<file path="src/rtl/hmb_pkg.sv">
package hmb_pkg;
    localparam int DW = 8;

    typedef enum logic [2:0] {
        RA_CTRL  = 3'd0,
        RA_STAT  = 3'd1,
        RA_HSTAT = 3'd2,
        RA_RXD   = 3'd3,
        RA_DREG  = 3'd4,
        RA_TXD   = 3'd5
    } reg_addr_e;

    typedef struct packed {
        logic [2:0] ws;
        logic       port_ie;
        logic       busy_ie;
    } ctrl_t;

    typedef struct packed {
        logic          sel;
        logic [DW-1:0] data;
    } hwr_t;

    localparam int ST_BUSY  = 0;
    localparam int ST_EMPTY = 1;
    localparam int ST_OVR   = 2;
    localparam int ST_DV    = 3;

    function automatic logic [DW-1:0] ctrl_to_byte(ctrl_t c);
        return {1'b0, c.ws, 2'b00, c.port_ie, c.busy_ie};
    endfunction

    function automatic ctrl_t byte_to_ctrl(logic [DW-1:0] b);
        ctrl_t c;
        c.ws      = b[6:4];
        c.port_ie = b[1];
        c.busy_ie = b[0];
        return c;
    endfunction

    function automatic logic [DW-1:0] host_status(logic busy, logic [DW-2:0] sw);
        return {busy, sw};
    endfunction
endpackage

</file>
<file path="src/rtl/hmb_sync.sv">
module hmb_sync #(
    parameter int W      = 1,
    parameter int STAGES = 2
) (
    input  logic         clk,
    input  logic         rst,
    input  logic [W-1:0] d,
    output logic [W-1:0] q
);
    logic [W-1:0] stg [STAGES];

    always_ff @(posedge clk) begin
        if (rst) begin
            for (int i = 0; i < STAGES; i++) stg[i] <= '0;
        end else begin
            stg[0] <= d;
            for (int i = 1; i < STAGES; i++) stg[i] <= stg[i-1];
        end
    end

    assign q = stg[STAGES-1];
endmodule

</file>
<file path="src/rtl/hmb_wr_sampler.sv">
module hmb_wr_sampler
    import hmb_pkg::*;
#(
    parameter int WS_W        = 3,
    parameter int SYNC_STAGES = 2
) (
    input  logic            clk,
    input  logic            rst,
    input  logic            h_cs_n,
    input  logic            h_wr_n,
    input  logic            h_sel,
    input  logic [DW-1:0]   h_din,
    input  logic [WS_W-1:0] ws,
    output logic            cap,
    output hwr_t            cap_word
);
    logic            act_raw;
    logic            act_s;
    logic            act_d;
    logic            rise;
    logic [WS_W-1:0] cnt;

    assign act_raw = ~h_cs_n & ~h_wr_n;

    hmb_sync #(.W(1), .STAGES(SYNC_STAGES)) u_sync (
        .clk (clk),
        .rst (rst),
        .d   (act_raw),
        .q   (act_s)
    );

    assign rise = act_s & ~act_d;

    always_ff @(posedge clk) begin
        if (rst) begin
            act_d <= 1'b0;
            cnt   <= '0;
        end else begin
            act_d <= act_s;
            if (rise && ws != '0)
                cnt <= ws;
            else if (cnt != '0)
                cnt <= cnt - WS_W'(1);
        end
    end

    assign cap = (rise && ws == '0) || (cnt == WS_W'(1));
    assign cap_word.sel  = h_sel;
    assign cap_word.data = h_din;
endmodule

</file>
<file path="src/rtl/hmb_rx_fifo.sv">
module hmb_rx_fifo
    import hmb_pkg::*;
#(
    parameter int DEPTH = 16
) (
    input  logic                   clk,
    input  logic                   rst,
    input  logic                   flush,
    input  logic                   push,
    input  logic [DW-1:0]          din,
    input  logic                   pop,
    output logic [DW-1:0]          dout,
    output logic                   empty,
    output logic                   full,
    output logic [$clog2(DEPTH):0] count
);
    localparam int PW = $clog2(DEPTH);
    localparam int CW = PW + 1;

    logic [DW-1:0] mem [DEPTH];
    logic [PW-1:0] wp, rp;
    logic          do_push, do_pop;

    function automatic logic [PW-1:0] nxt(logic [PW-1:0] p);
        return (p == PW'(DEPTH - 1)) ? '0 : p + PW'(1);
    endfunction

    assign empty   = (count == '0);
    assign full    = (count == CW'(DEPTH));
    assign do_push = push && !full;
    assign do_pop  = pop && !empty;
    assign dout    = mem[rp];

    always_ff @(posedge clk) begin
        if (do_push && !flush) mem[wp] <= din;
    end

    always_ff @(posedge clk) begin
        if (rst || flush) begin
            wp    <= '0;
            rp    <= '0;
            count <= '0;
        end else begin
            if (do_push) wp <= nxt(wp);
            if (do_pop)  rp <= nxt(rp);
            case ({do_push, do_pop})
                2'b10:   count <= count + CW'(1);
                2'b01:   count <= count - CW'(1);
                default: count <= count;
            endcase
        end
    end
endmodule

</file>
<file path="src/rtl/host_mailbox_port.sv">
module host_mailbox_port
    import hmb_pkg::*;
#(
    parameter int DEPTH       = 16,
    parameter int WS_W        = 3,
    parameter int SYNC_STAGES = 2
) (
    input  logic          clk,
    input  logic          rst,
    input  logic          h_cs_n,
    input  logic          h_wr_n,
    input  logic          h_rd_n,
    input  logic          h_sel,
    input  logic [DW-1:0] h_din,
    output logic [DW-1:0] h_dout,
    output logic          h_doe,
    input  logic [2:0]    reg_addr,
    input  logic          reg_wr,
    input  logic          reg_rd,
    input  logic [DW-1:0] reg_wdata,
    output logic [DW-1:0] reg_rdata,
    output logic          irq
);
    localparam int CW = $clog2(DEPTH) + 1;

    ctrl_t         ctrl_q;
    logic          busy_q, ovr_q, dv_q;
    logic [DW-2:0] hsw_q;
    logic [DW-1:0] dreg_q, tx_q;

    logic          cap;
    hwr_t          cap_word;
    logic          fifo_empty, fifo_full;
    logic [CW-1:0] fifo_cnt;
    logic [DW-1:0] fifo_dout;

    logic          wr_stat, busy_clr, ovr_clr, rx_pop, dreg_rd;
    logic          cmd_cap, data_cap;
    reg_addr_e     ra;

    assign ra       = reg_addr_e'(reg_addr);
    assign wr_stat  = reg_wr && ra == RA_STAT;
    assign busy_clr = wr_stat && reg_wdata[ST_BUSY];
    assign ovr_clr  = wr_stat && reg_wdata[ST_OVR];
    assign rx_pop   = reg_rd && ra == RA_RXD;
    assign dreg_rd  = reg_rd && ra == RA_DREG;
    assign cmd_cap  = cap && cap_word.sel;
    assign data_cap = cap && !cap_word.sel;

    hmb_wr_sampler #(.WS_W(WS_W), .SYNC_STAGES(SYNC_STAGES)) u_sampler (
        .clk      (clk),
        .rst      (rst),
        .h_cs_n   (h_cs_n),
        .h_wr_n   (h_wr_n),
        .h_sel    (h_sel),
        .h_din    (h_din),
        .ws       (WS_W'(ctrl_q.ws)),
        .cap      (cap),
        .cap_word (cap_word)
    );

    hmb_rx_fifo #(.DEPTH(DEPTH)) u_fifo (
        .clk   (clk),
        .rst   (rst),
        .flush (busy_clr),
        .push  (cmd_cap),
        .din   (cap_word.data),
        .pop   (rx_pop),
        .dout  (fifo_dout),
        .empty (fifo_empty),
        .full  (fifo_full),
        .count (fifo_cnt)
    );

    always_ff @(posedge clk) begin
        if (rst) begin
            ctrl_q <= '0;
            busy_q <= 1'b0;
            ovr_q  <= 1'b0;
            dv_q   <= 1'b0;
            hsw_q  <= '0;
            dreg_q <= '0;
            tx_q   <= '0;
        end else begin
            if (reg_wr && ra == RA_CTRL)  ctrl_q <= byte_to_ctrl(reg_wdata);
            if (reg_wr && ra == RA_HSTAT) hsw_q  <= reg_wdata[DW-2:0];
            if (reg_wr && ra == RA_TXD)   tx_q   <= reg_wdata;

            if (busy_clr)     busy_q <= 1'b0;
            else if (cmd_cap) busy_q <= 1'b1;

            if (cmd_cap && fifo_full) ovr_q <= 1'b1;
            else if (ovr_clr)         ovr_q <= 1'b0;

            if (data_cap) begin
                dreg_q <= cap_word.data;
                dv_q   <= 1'b1;
            end else if (dreg_rd) begin
                dv_q   <= 1'b0;
            end
        end
    end

    always_comb begin
        case (ra)
            RA_CTRL:  reg_rdata = ctrl_to_byte(ctrl_q);
            RA_STAT:  reg_rdata = {4'b0000, dv_q, ovr_q, fifo_empty, busy_q};
            RA_HSTAT: reg_rdata = host_status(busy_q, hsw_q);
            RA_RXD:   reg_rdata = fifo_empty ? '0 : fifo_dout;
            RA_DREG:  reg_rdata = dreg_q;
            RA_TXD:   reg_rdata = tx_q;
            default:  reg_rdata = '0;
        endcase
    end

    assign h_doe  = ~h_cs_n & ~h_rd_n;
    assign h_dout = h_sel ? host_status(busy_q, hsw_q) : tx_q;
    assign irq    = busy_q & ctrl_q.busy_ie & ctrl_q.port_ie;
endmodule

</file>
<file path="config.mk">
export PLATFORM = sky130hd
export DESIGN_NAME = host_mailbox_port
export DESIGN_NICKNAME = d
export VERILOG_FILES = /design/src/rtl/hmb_pkg.sv /design/src/rtl/hmb_sync.sv /design/src/rtl/hmb_wr_sampler.sv /design/src/rtl/hmb_rx_fifo.sv /design/src/rtl/host_mailbox_port.sv
export SDC_FILE = /design/constraint.sdc
export NUM_CORES = 1
export LEC_CHECK = 0
export BUFFER_PORTS_ARGS = -buffer_cell sky130_fd_sc_hd__buf_2
export CAP_MARGIN = 15
export CORE_UTILIZATION = 50
export CTS_BUF_LIST = sky130_fd_sc_hd__clkbuf_16
export CTS_CLUSTER_SIZE = 12
export DETAILED_ROUTE_END_ITERATION = 10
export HOLD_SLACK_MARGIN = 0.05
export PLACE_DENSITY = 0.78
export RECOVER_POWER = 100
export SLEW_MARGIN = 20
export SYNTH_ARGS = -nofsm -noshare
export SYNTH_HDL_FRONTEND = slang
export SYNTH_SLANG_ARGS = --single-unit
</file>
<file path="constraint.sdc">
create_clock -name clk -period 3.4 [get_ports clk]
set_clock_uncertainty 0.15 [all_clocks]
set_input_delay 0.68 -clock clk [delete_from_list [all_inputs] [get_ports clk]]
set_output_delay 0.68 -clock clk [all_outputs]
set_load 0.02 [all_outputs]
</file>
==> summary.txt <==
Status: complete, but fails checks
Failing checks: max-capacitance violations, max-slew violations
Main synth FF type: edfxtp_1
Synth Register Bits: 182
Tightest Hold Check Type: primary input to register
Post-DP Area: 0.008275 sq mm
DP Worst Slack: 173.1 ps
DR pass1 iterations: 5
# diodes: 0
Power Internal: 0.003656 W
Layout cells sized above 1: 20.43%
IO Port Bufs: 44
Syn Area/Cell: 14.38 sq um
HPWL after DPL: 11570 um
Final WL: 16910 um
Mux cell area share after synthesis: 16.32%
Full die area: 0.01617 sq mm
CTS root buf: clkbuf_16
Worst setup EP type: primary output
Fraction of synthesized cell area in xor and xnor cells: 0.5589%
Fmax: 300.8 MHz
Synth Area in Adders: 1.916%
CTS Hold Buffers Added: 0
Slew headroom: -10.02%
Synth Area in Simple Gates: 8.911%
Slew @ Worst Pin: 1650 ps
Hold Crit Start: h_wr_n
Finished layout cell area: 0.008823 sq mm
Reg2reg setup slack: 320 ps
Vias: 4902
Number of global-route vias before repair: 4815
Worst Setup Slack, final: 76.05 ps
CTS tree: done
Post-synthesis compound-gate area fraction: 6.931%
Leakage: 3.024 nW
Hold slack: 249.5 ps
Initial Utilization: 51.35%
Initial antenna violation count: 0
Crit-path slowest cell: or4_4
Final Setup Violations: 0
Commonest non-fill, non-tap cell in the layout: edfxtp_1
Post-synth net total: 584
Core outline area: 0.01526 sq mm
Pwr dens: 556.9 mW/mm^2
Critical Path AT: 2490 ps
DR DRC count: 0
Antenna violation net count after detailed routing: 0
Setup TNS: 0 ps
Sequential Power Share: 50.6%
Most frequent cells in the layout: edfxtp_1 (128), dfxtp_1 (52), mux2i_1 (40), mux4_2 (33), a21oi_1 (32)
Worst hold endpoint: u_sampler.u_sync.stg[0][0]
Avg Vias per Cell: 6.030
Worst reg2reg path startpoint: u_fifo.count[1]
Fin nets: 628
# rows: 45
Fin crit share: 97.76%
Max Cap Viol: 1
Fin crit period: 3324 ps
Sequential share of the synthesized area: 62.86%
Sw frac: 25.59%
Synth cell types: 56
Dominant combinational cell family by area after synthesis: multiplexers
Total net switching power: 0.001258 W
Crit Path Class: register to primary output
Die W: 127.2 um
CP max stage delay: 640 ps
Reg-to-Reg End: u_fifo.count[4]
GRT Util Overall: 22.50%
First-pass GRT wire length: 26770 um
Routing usage on met2: 38.62%
Area grow syn2layout: 12.62%
Worst skew pair latency: 430 ps
I/O pin cnt: 45
Cells after Synth: 545
Critical path launch point type: register
Max FO, Critical Path: 9
H-Tree Depth: 4
Routed length per instance: 20.80 um
Hold path depth: 2
Clock Power Share: 39.2%
Post-synth EDFFs: 128
Final hold vios: 0
Routability cong.: 0.8912
Total grt overflow: 0
Initial DRC count: 561
Filler cells: 1136
Longest Clk Path Bufs: 2
R2R depth: 10
Critical path, cell by cell: or4_4 > o211ai_4 > nor2_1 > or3_1 > clkbuf_2
Die Ht: 127.2 um
GRT busiest layer: met2
Clock Sinks: 182
Synthesis Warnings: 0
Ys async rst share: 0%
Largest net degree at the start of global routing: 39
Max Transition Viols Final: 39
Combinational fraction of design power: 10.2%
Post-Syn Area: 0.007835 sq mm
Clock transition at path regs: 70 ps
TritonCTS buffer count: 17
M3 GR Usage: 4.983%
Peak supply drop: 0.3412 mV
RSZ-0062 raised after global routing: false
Grt met1 use: 28.39%
Worst path required time: 2570 ps
## worst max-delay path, delay by kind of cell, from the launching register on
family	cells	cell delay (ps)
DFF	1	400
and+or+nand+nor	3	1130
buffers and inverters	1	180
AOI/OAI and AO/OA	1	350
## power by group through the flow
stage               combinational [W]  clock [W]  sequential (W)
finish                       0.000501    0.00193         0.00249
global route                 0.000547    0.00202         0.00249
CTS                          0.000503    0.00194         0.00248
detailed placement           0.000499          0         0.00253
global placement             0.000465          0         0.00253
floorplan                    0.000349          0         0.00252
## area by class of cell
type | instances | area (sq um) | area share [%]
repair buffers | 58 | 299.0 | 3.389
clock buffers | 17 | 425.4 | 4.821
inverters | 9 | 33.78 | 0.3829
well taps | 211 | 264.0 | 2.992
clock inverters | 15 | 153.9 | 1.744
flip-flops and latches | 182 | 4930 | 55.87
multi-input cells | 321 | 2718 | 30.80
## state kept, by name, summed over array words and instances, names as in the netlist, named ones only
register / count
u_fifo.mem: 128
dreg_q: 8
tx_q: 8
hsw_q: 7
ctrl_q: 5
u_fifo.count: 5
u_fifo.rp: 4
u_fifo.wp: 4
u_sampler.cnt: 3
u_sampler.u_sync.stg: 2
busy_q: 1
dv_q: 1
ovr_q: 1
u_sampler.act_d: 1
## worst max-delay path by stage
stage / start / to / slack, ps
finish: u_fifo.count[1] / reg_rdata[4] / 80
global route: register / reg_rdata[0] / 20
CTS: u_fifo.count[1] / reg_rdata[4] / 40
detailed placement: reg_addr[0] / u_fifo.count[2] / 170
global placement: reg_addr[0] / u_fifo.count[2] / 350
floorplan: reg_addr[1] / u_fifo.count[2] / 410
## cells in the mapped netlist (5+ instances only)
cell type | n | area (sq um)
a21oi_1 | 32 | 160.2
and3_1 | 20 | 125.1
buf_2 | 7 | 35.03
clkbuf_1 | 17 | 63.81
dfxtp_1 | 54 | 1081
edfxtp_1 | 128 | 3844
ha_1 | 12 | 150.1
inv_1 | 8 | 30.03
mux2_2 | 12 | 135.1
mux2i_1 | 40 | 400.4
mux4_2 | 33 | 743.2
nand2_1 | 31 | 116.4
nand3_1 | 18 | 90.09
nor2_1 | 29 | 108.9
nor2b_1 | 7 | 43.79
nor3_1 | 6 | 30.03
o21ai_0 | 19 | 95.09
or3_1 | 6 | 37.54
xor2_1 | 5 | 43.79
## cell families after synthesis
| logic type | count (synthesis) |
|---|---|
| adder cells (fa/ha/maj) | 12 |
| AO/OA/AOI/OAI | 83 |
| flip-flops | 182 |
| buffers and inverters | 42 |
| multiplexers | 85 |
| AND/OR/NAND/NOR | 136 |
| XOR/XNOR | 5 |
## repair_timing
item / 4_1_cts / 5_1_grt
buffers inserted: 0 / 0
pin swaps: 0 / 0
setup endpoints to repair: 1 / 5
gates resized for setup: 1 / 2
## metal layers
layer / vias to the layer above / part of all wire (%)
li1: 2195 / -
met1: 2472 / 41
met2: 207 / 52
met3: 28 / 5.7
met4: 0 / 1.9
met5: - / 0
## per-stage QoR
step	total power, W	util [%]	instances
2_1_floorplan	0.002864	-	545
3_3_place_gp	0.002993	54.24	781
3_5_place_dp	0.003032	54.24	781
4_1_cts	0.004932	58.05	813
5_1_grt	0.005067	57.83	813
6_report	0.004914	57.83	813
(Power assumes the default switching activity.)
